File: src/rtl/dts_pkg.sv
package dts_pkg;
    localparam int ADDR_W = 3;
    localparam int DATA_W = 32;

    typedef enum logic [ADDR_W-1:0] {
        RA_EN    = 3'd0,
        RA_START = 3'd1,
        RA_TRIG  = 3'd2,
        RA_SHOT  = 3'd3,
        RA_SYS   = 3'd4,
        RA_PROT  = 3'd5,
        RA_MODE  = 3'd6,
        RA_ABORT = 3'd7
    } reg_addr_e;

    localparam logic [DATA_W-1:0] SYS_RST  = 32'h3A98_0000;
    localparam logic [DATA_W-1:0] PROT_RST = 32'h0000_7F00;
    localparam logic [DATA_W-1:0] MODE_RST = 32'h0000_0001;
    localparam int SINGLE_BIT = 12;
endpackage

File: src/rtl/dts_regs.sv
module dts_regs
    import dts_pkg::*;
(
    input  logic              clk,
    input  logic              rst_n,
    input  logic              wr_i,
    input  logic [ADDR_W-1:0] addr_i,
    input  logic [DATA_W-1:0] wdata_i,
    input  logic              busy_i,
    input  logic              pending_i,
    output logic [DATA_W-1:0] rdata_o,
    output logic              en_o,
    output logic              trig_o,
    output logic              single_o,
    output logic              abort_o,
    output logic              start_req_o,
    output logic              shot_clr_o
);
    typedef struct packed {
        logic              en;
        logic              trig;
        logic              abort;
        logic [DATA_W-1:0] sys;
        logic [DATA_W-1:0] prot;
        logic [DATA_W-1:0] mode;
    } regs_t;

    regs_t r_d, r_q;
    logic  abort_clr;

    always_comb begin
        r_d       = r_q;
        abort_clr = wr_i && (addr_i == RA_ABORT) && wdata_i[0];
        if (wr_i) begin
            case (addr_i)
                RA_EN: begin
                    r_d.en = wdata_i[0];
                    if (!wdata_i[0] && busy_i) r_d.abort = 1'b1;
                end
                RA_TRIG: r_d.trig = wdata_i[0];
                RA_SYS:  r_d.sys  = wdata_i;
                RA_PROT: r_d.prot = wdata_i;
                RA_MODE: r_d.mode = wdata_i;
                RA_ABORT: if (wdata_i[0]) r_d.abort = 1'b0;
                default: ;
            endcase
        end
    end

    always_ff @(posedge clk or negedge rst_n) begin
        if (!rst_n) begin
            r_q.en    <= 1'b0;
            r_q.trig  <= 1'b0;
            r_q.abort <= 1'b0;
            r_q.sys   <= SYS_RST;
            r_q.prot  <= PROT_RST;
            r_q.mode  <= MODE_RST;
        end else begin
            r_q <= r_d;
        end
    end

    always_comb begin
        rdata_o = '0;
        case (addr_i)
            RA_EN:    rdata_o[0] = r_q.en;
            RA_START: rdata_o[0] = busy_i;
            RA_TRIG:  rdata_o[0] = r_q.trig;
            RA_SHOT:  rdata_o[0] = pending_i;
            RA_SYS:   rdata_o    = r_q.sys;
            RA_PROT:  rdata_o    = r_q.prot;
            RA_MODE:  rdata_o    = r_q.mode;
            RA_ABORT: rdata_o[0] = r_q.abort;
            default:  rdata_o    = '0;
        endcase
    end

    assign en_o        = r_q.en;
    assign trig_o      = r_q.trig;
    assign single_o    = r_q.sys[SINGLE_BIT];
    assign abort_o     = r_q.abort;
    assign start_req_o = wr_i && (addr_i == RA_START) && wdata_i[0];
    assign shot_clr_o  = wr_i && (addr_i == RA_SHOT) && wdata_i[0];

    AST_ABORT_STICKY: assert property (@(posedge clk) disable iff (!rst_n)
        (r_q.abort && !abort_clr) |=> r_q.abort);
endmodule

File: src/rtl/dts_launch.sv
module dts_launch (
    input  logic clk,
    input  logic rst_n,
    input  logic en_i,
    input  logic trig_i,
    input  logic single_i,
    input  logic abort_i,
    input  logic start_req_i,
    input  logic shot_clr_i,
    input  logic vblank_i,
    input  logic expire_i,
    output logic start_o,
    output logic busy_o,
    output logic active_o,
    output logic pending_o,
    output logic irq_o
);
    typedef struct packed {
        logic busy;
        logic active;
        logic pending;
        logic start;
        logic irq;
    } lst_t;

    lst_t s_d, s_q;
    logic go_sw, go_vb;

    always_comb begin
        s_d       = s_q;
        s_d.start = 1'b0;
        s_d.irq   = 1'b0;
        go_sw = start_req_i && en_i && !s_q.active;
        go_vb = !go_sw && vblank_i && en_i && trig_i && !s_q.pending && !s_q.active;

        if (!trig_i || shot_clr_i) s_d.pending = 1'b0;

        if (go_sw) begin
            s_d.start  = 1'b1;
            s_d.busy   = 1'b1;
            s_d.active = 1'b1;
        end else if (go_vb) begin
            s_d.start   = 1'b1;
            s_d.busy    = 1'b0;
            s_d.active  = 1'b1;
            s_d.pending = single_i;
        end

        if (expire_i) begin
            s_d.active = 1'b0;
            s_d.busy   = 1'b0;
            s_d.irq    = en_i && !abort_i;
        end
    end

    always_ff @(posedge clk or negedge rst_n) begin
        if (!rst_n) s_q <= '0;
        else        s_q <= s_d;
    end

    assign start_o   = s_q.start;
    assign busy_o    = s_q.busy;
    assign active_o  = s_q.active;
    assign pending_o = s_q.pending;
    assign irq_o     = s_q.irq;

    AST_IRQ_NEEDS_EN: assert property (@(posedge clk) disable iff (!rst_n)
        s_q.irq |-> $past(en_i));
    AST_PENDING_BLOCKS: assert property (@(posedge clk) disable iff (!rst_n)
        (s_q.pending && trig_i && !start_req_i && !shot_clr_i) |=> !s_q.start);
    AST_NO_RELAUNCH: assert property (@(posedge clk) disable iff (!rst_n)
        (s_q.active && !expire_i) |=> !s_q.start);
    AST_IRQ_PULSE: assert property (@(posedge clk) disable iff (!rst_n)
        s_q.irq |=> !s_q.irq);
endmodule

File: src/rtl/dts_delay.sv
module dts_delay #(
    parameter int BYTE_W       = 16,
    parameter int CYC_PER_BYTE = 762
) (
    input  logic              clk,
    input  logic              rst_n,
    input  logic              active_i,
    input  logic              done_i,
    input  logic [BYTE_W-1:0] bytes_i,
    output logic              expire_o
);
    localparam int MUL_W = $clog2(CYC_PER_BYTE + 1);
    localparam int CNT_W = BYTE_W + MUL_W;
    localparam logic [CNT_W-1:0] CYC_L = CNT_W'(CYC_PER_BYTE);

    typedef struct packed {
        logic             run;
        logic [CNT_W-1:0] cnt;
    } dly_t;

    dly_t d_d, d_q;

    always_comb begin
        d_d = d_q;
        if (!d_q.run) begin
            if (active_i && done_i) begin
                d_d.run = 1'b1;
                d_d.cnt = CNT_W'(bytes_i) * CYC_L;
            end
        end else if (d_q.cnt == '0) begin
            d_d.run = 1'b0;
        end else begin
            d_d.cnt = d_q.cnt - 1'b1;
        end
    end

    always_ff @(posedge clk or negedge rst_n) begin
        if (!rst_n) d_q <= '0;
        else        d_q <= d_d;
    end

    assign expire_o = d_q.run && (d_q.cnt == '0);

    AST_CNT_STEP: assert property (@(posedge clk) disable iff (!rst_n)
        (d_q.run && d_q.cnt != '0) |=> (d_q.run && d_q.cnt == $past(d_q.cnt) - 1'b1));
    AST_RUN_ONLY_ACTIVE: assert property (@(posedge clk) disable iff (!rst_n)
        d_q.run |-> active_i);
endmodule

File: src/rtl/dma_trig_seq.sv
module dma_trig_seq
    import dts_pkg::*;
#(
    parameter int CORE_HZ  = 200_000_000,
    parameter int LINK_BPS = 2_097_152,
    parameter int BYTE_W   = 16
) (
    input  logic              clk,
    input  logic              rst_n,
    input  logic              reg_wr,
    input  logic [2:0]        reg_addr,
    input  logic [31:0]       reg_wdata,
    output logic [31:0]       reg_rdata,
    input  logic              vblank,
    output logic              eng_start,
    input  logic              eng_done,
    input  logic [BYTE_W-1:0] eng_bytes,
    output logic              irq_done
);
    localparam int BYTES_PER_SEC = LINK_BPS / 8;
    localparam int CYC_PER_BYTE  = CORE_HZ / BYTES_PER_SEC;

    logic en, trig, single, abort, start_req, shot_clr;
    logic busy, active, pending, expire;

    dts_regs u_regs (
        .clk        (clk),
        .rst_n      (rst_n),
        .wr_i       (reg_wr),
        .addr_i     (reg_addr),
        .wdata_i    (reg_wdata),
        .busy_i     (busy),
        .pending_i  (pending),
        .rdata_o    (reg_rdata),
        .en_o       (en),
        .trig_o     (trig),
        .single_o   (single),
        .abort_o    (abort),
        .start_req_o(start_req),
        .shot_clr_o (shot_clr)
    );

    dts_launch u_launch (
        .clk        (clk),
        .rst_n      (rst_n),
        .en_i       (en),
        .trig_i     (trig),
        .single_i   (single),
        .abort_i    (abort),
        .start_req_i(start_req),
        .shot_clr_i (shot_clr),
        .vblank_i   (vblank),
        .expire_i   (expire),
        .start_o    (eng_start),
        .busy_o     (busy),
        .active_o   (active),
        .pending_o  (pending),
        .irq_o      (irq_done)
    );

    dts_delay #(
        .BYTE_W      (BYTE_W),
        .CYC_PER_BYTE(CYC_PER_BYTE)
    ) u_delay (
        .clk     (clk),
        .rst_n   (rst_n),
        .active_i(active),
        .done_i  (eng_done),
        .bytes_i (eng_bytes),
        .expire_o(expire)
    );

    AST_START_IDLE_BEFORE: assert property (@(posedge clk) disable iff (!rst_n)
        eng_start |-> $past(!active));
    AST_START_NEEDS_EN: assert property (@(posedge clk) disable iff (!rst_n)
        eng_start |-> $past(en));
endmodule

File: config.mk
export PLATFORM = sky130hd
export DESIGN_NAME = dma_trig_seq
export DESIGN_NICKNAME = d
export VERILOG_FILES = /design/src/rtl/dts_pkg.sv /design/src/rtl/dts_regs.sv /design/src/rtl/dts_launch.sv /design/src/rtl/dts_delay.sv /design/src/rtl/dma_trig_seq.sv
export SDC_FILE = /design/constraint.sdc
export NUM_CORES = 1
export LEC_CHECK = 0
export ABC_AREA = 0
export BUFFER_PORTS_ARGS = -buffer_cell sky130_fd_sc_hd__buf_2
export CAP_MARGIN = 10
export CORE_ASPECT_RATIO = 0.7
export CORE_MARGIN = 3
export CORE_UTILIZATION = 35
export DETAILED_ROUTE_END_ITERATION = 8
export PLACE_DENSITY = 0.6
export SLEW_MARGIN = 20
export SYNTH_ARGS = -nofsm -noshare
export SYNTH_HDL_FRONTEND = slang
export SYNTH_SLANG_ARGS = --single-unit
File: constraint.sdc
create_clock -name clk -period 2.61 [get_ports clk]
set_input_delay 0.261 -clock clk [delete_from_list [all_inputs] [get_ports clk]]
set_output_delay 0.261 -clock clk [all_outputs]
set_load 0.1 [all_outputs]
==> results.yml, run 1 <==
routing:
  dr_wl_met2_mm: 11.1
  wl_per_cell_um: 16.0
  vias_per_cell: 4.97
  drc_errors: 0
  dr_wl_met3_mm: 1.00
  routed.top_layer: "met4"
  drtAntennaViolNets: 0
  drtIter0Drc: 367
  firstDrtPassIters: 4
  wl_met1_mm: 12.4
  routed_wl_mm: 24.6
  vias: 7629
layout:
  drive_above_1_share: 0.408
  final_nets: 1336
  final_area_mm2: 0.0131
  area_delta_synth_final_pct: 34.6
  fillers: 2445
  final_common_cell: "buf_4"
  final_cell_mix: "120 x buf_4, 116 x dfrtp_1, 112 x inv_1"
global_routing:
  grt_max_degree: 59
  grt_overflow: 0
  grt_use_total: 0.171
  antenna_found_initial: 0
  grt_pass1_wl_mm: 41.6
  grt_pass1_vias: 7908
setup_path:
  crit_buf_inv: 7
  r2r_start: "u_delay.d_q[3]"
  crit_fanout: 5
  crit_family: "adder cells"
  cpMaxStageDelayCell: "fa_1"
  reg2reg_depth: 7
  startpoint_type: "input port"
  crit_path_end_kind: "flop"
  cpPeakStageDelay_ns: 0.52
  crit_chain: "buf_8 -> clkinvlp_4 -> fa_1 -> fa_1 -> inv_2 -> fa_1 -> inv_1 -> fa_1 -> inv_2 -> ha_4 -> buf_6 -> nand4_1 -> a211oi_4 -> buf_4 -> nor3_4 -> xnor2_2 -> a211o_1"
  cp_common_cell: "fa_1"
  required_ns: 2.91
  r2r_setup_slack_ns: 0.20
  crit_arrival_ns: 4.16
  r2r-end: "u_delay.d_q[22]"
  worstSetupPathType: "in -> reg"
clocking:
  clk_pin_slew_ns: 0.06
  clk_path_buf_depth: 2
  root_buffer: "clkbuf_16"
  cts-buffers-inserted: 17
  worstSkewPairLatency_ns: 0.41
  clock_sinks: 131
  tritoncts: "built"
  htreeDepth: 4
die:
  start_util: 0.360
  coreArea_mm2: 0.0271
  ios: 90
  core.rowCount: 50
  die_x_um: 205
  die_area_mm2: 0.0299
  die_y_um: 146
synth:
  synth_cells: 952
  synth_top_cell_area_share: 0.298
  syn_avg_cell_area_um2: 10.2
  yosys_register_bits: 131
  async_reset_ff_frac: 1.00
  synth_area_leader_cell: "dfrtp_1"
  ys_types: 59
  synth_nets: 1131
  synth_enable_flop_cells: 0
  synth.area.top_cells: "dfrtp_1 30%, fa_1 14%, mux2_2 11%"
  synth-main-ff-cell: "dfrtp_1"
  netlist_area_mm2: 0.00974
  synth-seq-area-share: 0.338
  yosys_warnings: 0
power:
  leakage_nw: 6.04
  ir_worst_vdd_mv: 0.683
  totalPowerFinal_mw: 15.7
  p_per_area_mw_per_mm2: 1200
status:
  status: "finished with violations"
  violations: "setup timing"
sta:
  relSlewSlack: 0.662
  setup_tns_ns: -18.02
  min_period_ns: 3.86
  worst_slack_ns: -1.25
  finalCritPeriodShare: 1.48
  slew_violations: 0
  tightest_slew_ns: 0.503
  timing.fmax_mhz: 259
  holdWs_ns: 0.105
  setup_viol: 19
  finalClockSkew_ns: 0.00850
  rsz0062_at_grt: "true"
  hold_viol: 0
placed_design:
  gp_congestion: 0.871
  numPortBuffers: 89
  placed_cell_area_mm2: 0.0119
  place.detailed.hpwl_mm: 18.7
worst_hold_path:
  hold_path.class: "in -> reg"
  holdPathStages: 2
  min_to: "u_regs.r_q[8]"
  hp-start: "reg_wdata[8]"
flow_run:
  maxCapViolations: 0
[logic make-up after synthesis]
kind of cell,count (synthesis),share of synthesized area
adder cells (fa/ha/maj),123,0.211
XOR/XNOR,16,0.0144
AND/OR/NAND/NOR,206,0.112
buffers and inverters,182,0.0708
AO/OA/AOI/OAI,161,0.101
flip-flops,131,0.338
multiplexers,133,0.152
[state kept, by name, summed over array words and instances (netlist names)]
name                cells
u_regs.r_q             95
u_delay.d_q            27
u_launch.active_o       1
u_launch.busy_o         1
u_launch.irq_o          1
u_launch.pending_o      1
u_launch.start_o        1
u_regs.abort_o          1
u_regs.en_o             1
u_regs.single_o         1
u_regs.trig_o           1
[worst max path at each step]
| stage | slack [ns] | startpoint | endpoint | cells after the start |
|---|---|---|---|---|
| after global placement | -1.72 | eng_bytes[6] | u_delay.d_q[25] | 18 |
| after CTS | -1.21 | eng_bytes[7] | u_delay.d_q[24] | 17 |
| after global routing | -1.37 | eng_bytes[6] | u_delay.d_q[17] | 17 |
| after detailed placement | -1.76 | eng_bytes[7] | u_delay.d_q[18] | 17 |
| final | -1.25 | eng_bytes[6] | u_delay.d_q[17] | 17 |
| after floorplan | -1.45 | eng_bytes[7] | u_delay.d_q[21] | 16 |
[per-layer routing]
metal | vias up | track usage
li1 | 3659 | -
met1 | 3847 | 0.260
met2 | 117 | 0.260
met3 | 6 | 0.0306
met4 | 0 | 0.0246
met5 | - | 0
[synthesized netlist by cell type (4+ instances only)]
master / instances
and2_1: 36
dfrtp_1: 116
nor3_1: 14
nand2b_1: 4
fa_1: 69
nand4_1: 11
dfstp_2: 15
or3_1: 5
or4_1: 4
mux2_2: 99
inv_1: 137
a21o_1: 6
o21ai_0: 65
nand3_1: 15
nor2b_1: 10
nand2_1: 62
a21boi_0: 6
mux2i_1: 32
xor2_1: 7
a31oi_1: 9
clkbuf_1: 36
buf_1: 6
o211ai_1: 9
a22oi_1: 4
ha_1: 54
and3_1: 5
nor2_1: 25
xnor2_1: 9
a21oi_1: 32
[worst register-to-register path, stage by stage, from the launching register on]
cell      delay, ns
dfrtp_1        0.43
or4_1          0.63
nor4_4         0.31
buf_4          0.22
and3_1         0.26
nor4b_1        0.26
o21ai_0        0.12
o211ai_1       0.10
[area by class of cell]
type	count	area (um2)	share of cell area
repair buffers	231	1870	0.143
diodes	1	2.50	0.000191
clock inverters	15	219	0.0167
multi-input cells	639	6300	0.481
clock buffers	17	425	0.0324
well taps	364	455	0.0347
flip-flops and latches	131	3300	0.251
inverters	137	541	0.0412
[report_power, final]
group / internal (mW) / total, mW / leakage [nW] / switching, mW
logic: 5.00 / 10.1 / 4.16 / 5.06
registers: 2.61 / 3.00 / 1.56 / 0.391
clock network: 1.63 / 2.61 / 0.310 / 0.980
[repair_timing]
| action | 4_1_cts | 5_1_grt |
|---|---|---|
| setup endpoints to repair | 19 | 19 |
| resized for setup | 70 | 30 |
| pin swaps | 57 | 40 |
| buffers inserted | 10 | 11 |
| hold buffers | 1 | 0 |
| hold endpoints to repair | 23 | 0 |
[through the flow]
step	util	setup slack (ns)	cells
final	0.484	-1.25	1535
after floorplan	-	-1.45	952
after detailed placement	0.440	-1.76	1485
after CTS	0.477	-1.21	1525
after global placement	0.440	-1.72	1485
after global routing	0.484	-1.37	1534
(Power assumes the default switching activity.)
==> run 2: changes to the inputs <==
--- a/config.mk
+++ b/config.mk
@@ -13,5 +13,5 @@
 export CORE_UTILIZATION = 35
 export DETAILED_ROUTE_END_ITERATION = 8
-export PLACE_DENSITY = 0.6
+export PLACE_DENSITY = 0.62
 export SLEW_MARGIN = 20
 export SYNTH_ARGS = -nofsm -noshare
==> constraint.sdc (replaced) <==
create_clock -name clk -period 3.2 [get_ports clk]
set_input_delay 0.32 -clock clk [delete_from_list [all_inputs] [get_ports clk]]
set_output_delay 0.32 -clock clk [all_outputs]
set_load 0.01 [all_outputs]
==> results.yml, run 2 (synthesis gave the netlist of run 1 again) <==
status:
  status: "finished with violations"
  violations: "setup timing"
setup_path:
  crit_chain: "buf_8 -> clkinvlp_4 -> buf_6 -> fa_1 -> inv_1 -> fa_1 -> fa_1 -> inv_2 -> fa_1 -> inv_2 -> ha_4 -> buf_4 -> a21oi_4 -> o221ai_2 -> a2111o_1 -> xnor2_1 -> o211ai_1"
  r2r_start: "u_delay.d_q[5]"
  crit_path_end_kind: "flop"
  startpoint_type: "input port"
  cpPeakStageDelay_ns: 0.56
  r2r-end: "u_delay.d_q[17]"
  worstSetupPathType: "in -> reg"
  crit_arrival_ns: 4.13
  crit_fanout: 5
  cp_common_cell: "fa_1"
  required_ns: 3.46
  cpMaxStageDelayCell: "fa_1"
  r2r_setup_slack_ns: 0.64
  reg2reg_depth: 6
die:
  die_y_um: 146
  start_util: 0.360
  coreArea_mm2: 0.0271
  die_x_um: 205
  core.rowCount: 50
  ios: 90
  die_area_mm2: 0.0299
sta:
  rsz0062_at_grt: "true"
  finalClockSkew_ns: 0.0131
  slew_violations: 0
  timing.fmax_mhz: 259
  setup_tns_ns: -8.69
  relSlewSlack: 0.512
  hold_viol: 0
  holdWs_ns: 0.170
  tightest_slew_ns: 0.732
  finalCritPeriodShare: 1.21
  min_period_ns: 3.87
  setup_viol: 16
  worst_slack_ns: -0.666
global_routing:
  grt_most_used_layer: "met1"
  grt_use_total: 0.170
  grtUsageMet1: 0.267
  antenna_found_initial: 0
  grt.met3_usage: 0.0282
  grt_max_degree: 56
  grt_overflow: 0
  met2_usage: 0.246
  grt_pass1_vias: 7775
  grt_pass1_wl_mm: 41.0
clocking:
  clk_pin_slew_ns: 0.06
  htreeDepth: 4
  cts-buffers-inserted: 17
  worstSkewPairLatency_ns: 0.41
  clk_path_buf_depth: 2
  tritoncts: "built"
  root_buffer: "clkbuf_16"
  clock_sinks: 131
routing:
  drc_errors: 0
  routed_wl_mm: 24.3
  drtAntennaViolNets: 0
  drtIter0Drc: 403
  firstDrtPassIters: 5
  vias_per_cell: 5.00
  vias: 7586
  wl_per_cell_um: 16.0
layout:
  drive_above_1_share: 0.394
  final_util: 0.470
  layout.area.seq_mm2: 0.00330
  area_delta_synth_final_pct: 30.8
  largest_reg_flops: 95
  top_regs: "u_regs.r_q: 95 flops, u_delay.d_q: 27 flops"
  multi_input_area_mm2: 0.00628
  diodes: 0
  final_area_mm2: 0.0127
  top_register: "u_regs.r_q"
  final_nets: 1320
  fillers: 2504
  final_cell_mix: "116 x dfrtp_1, 115 x inv_1, 109 x buf_4"
  final_common_cell: "dfrtp_1"
power:
  leakage_nw: 5.88
  p_per_area_mw_per_mm2: 972
  ir_worst_vdd_mv: 0.684
  totalPowerFinal_mw: 12.4
placed_design:
  gp_congestion: 0.858
  place.detailed.hpwl_mm: 18.0
  numPortBuffers: 89
  placed_cell_area_mm2: 0.0116
worst_hold_path:
  min_to: "u_regs.r_q[7]"
  hold_path.class: "in -> reg"
  hp-start: "reg_wdata[7]"
  holdPathStages: 2
flow_run:
  maxCapViolations: 0
## run 2: where the power goes
| group | internal, mW | switching, mW | total (mW) | leakage [nW] |
|---|---|---|---|---|
| logic | 4.04 | 3.80 | 7.85 | 4.02 |
| clock network | 1.32 | 0.766 | 2.09 | 0.298 |
| registers | 2.13 | 0.320 | 2.45 | 1.56 |
## run 2: layout make-up
type / instances / area share
inverters: 137 / 0.0424
repair buffers: 215 / 0.121
clock buffers: 18 / 0.0345
multi-input cells: 639 / 0.493
flip-flops and latches: 131 / 0.259
well taps: 364 / 0.0358
clock inverters: 13 / 0.0144
## run 2: layer usage
metal,up-vias,part of all wire
li1,3626,-
met1,3823,0.52
met2,121,0.43
met3,16,0.036
met4,0,0.0093
met5,-,0
## run 2: how the worst max path moves through the flow
stage | startpoint | end | slack [ns] | depth (start not counted)
finish | eng_bytes[7] | u_delay.d_q[22] | -0.67 | 17
global route | eng_bytes[6] | u_delay.d_q[17] | -0.80 | 17
CTS | eng_bytes[12] | u_delay.d_q[24] | -0.67 | 17
detailed placement | eng_bytes[7] | u_delay.d_q[16] | -1.22 | 17
global placement | eng_bytes[6] | u_delay.d_q[25] | -1.20 | 18
floorplan | eng_bytes[7] | u_delay.d_q[21] | -0.92 | 16
## run 2: per-stage QoR
step,cells,setup WS [ns]
after detailed placement,1467,-1.22
after global routing,1517,-0.802
after global placement,1467,-1.20
after floorplan,952,-0.921
after CTS,1507,-0.675
final,1517,-0.666
## run 2: repair_timing
item,in CTS,in global routing
gates cloned,0,0
setup buffers,9,10
pin swaps,44,46
hold buffers,1,0
endpoints found under the setup margin,17,17
gates resized for setup,67,34
endpoints found under the hold margin,44,0
## run 2: worst max-delay path: cells and delay by family
family	cells	cell delay (ns)
fa+ha+maj	5	2.30
buf+inv	7	0.56
xor+xnor	1	0.17
compound gates	4	0.76
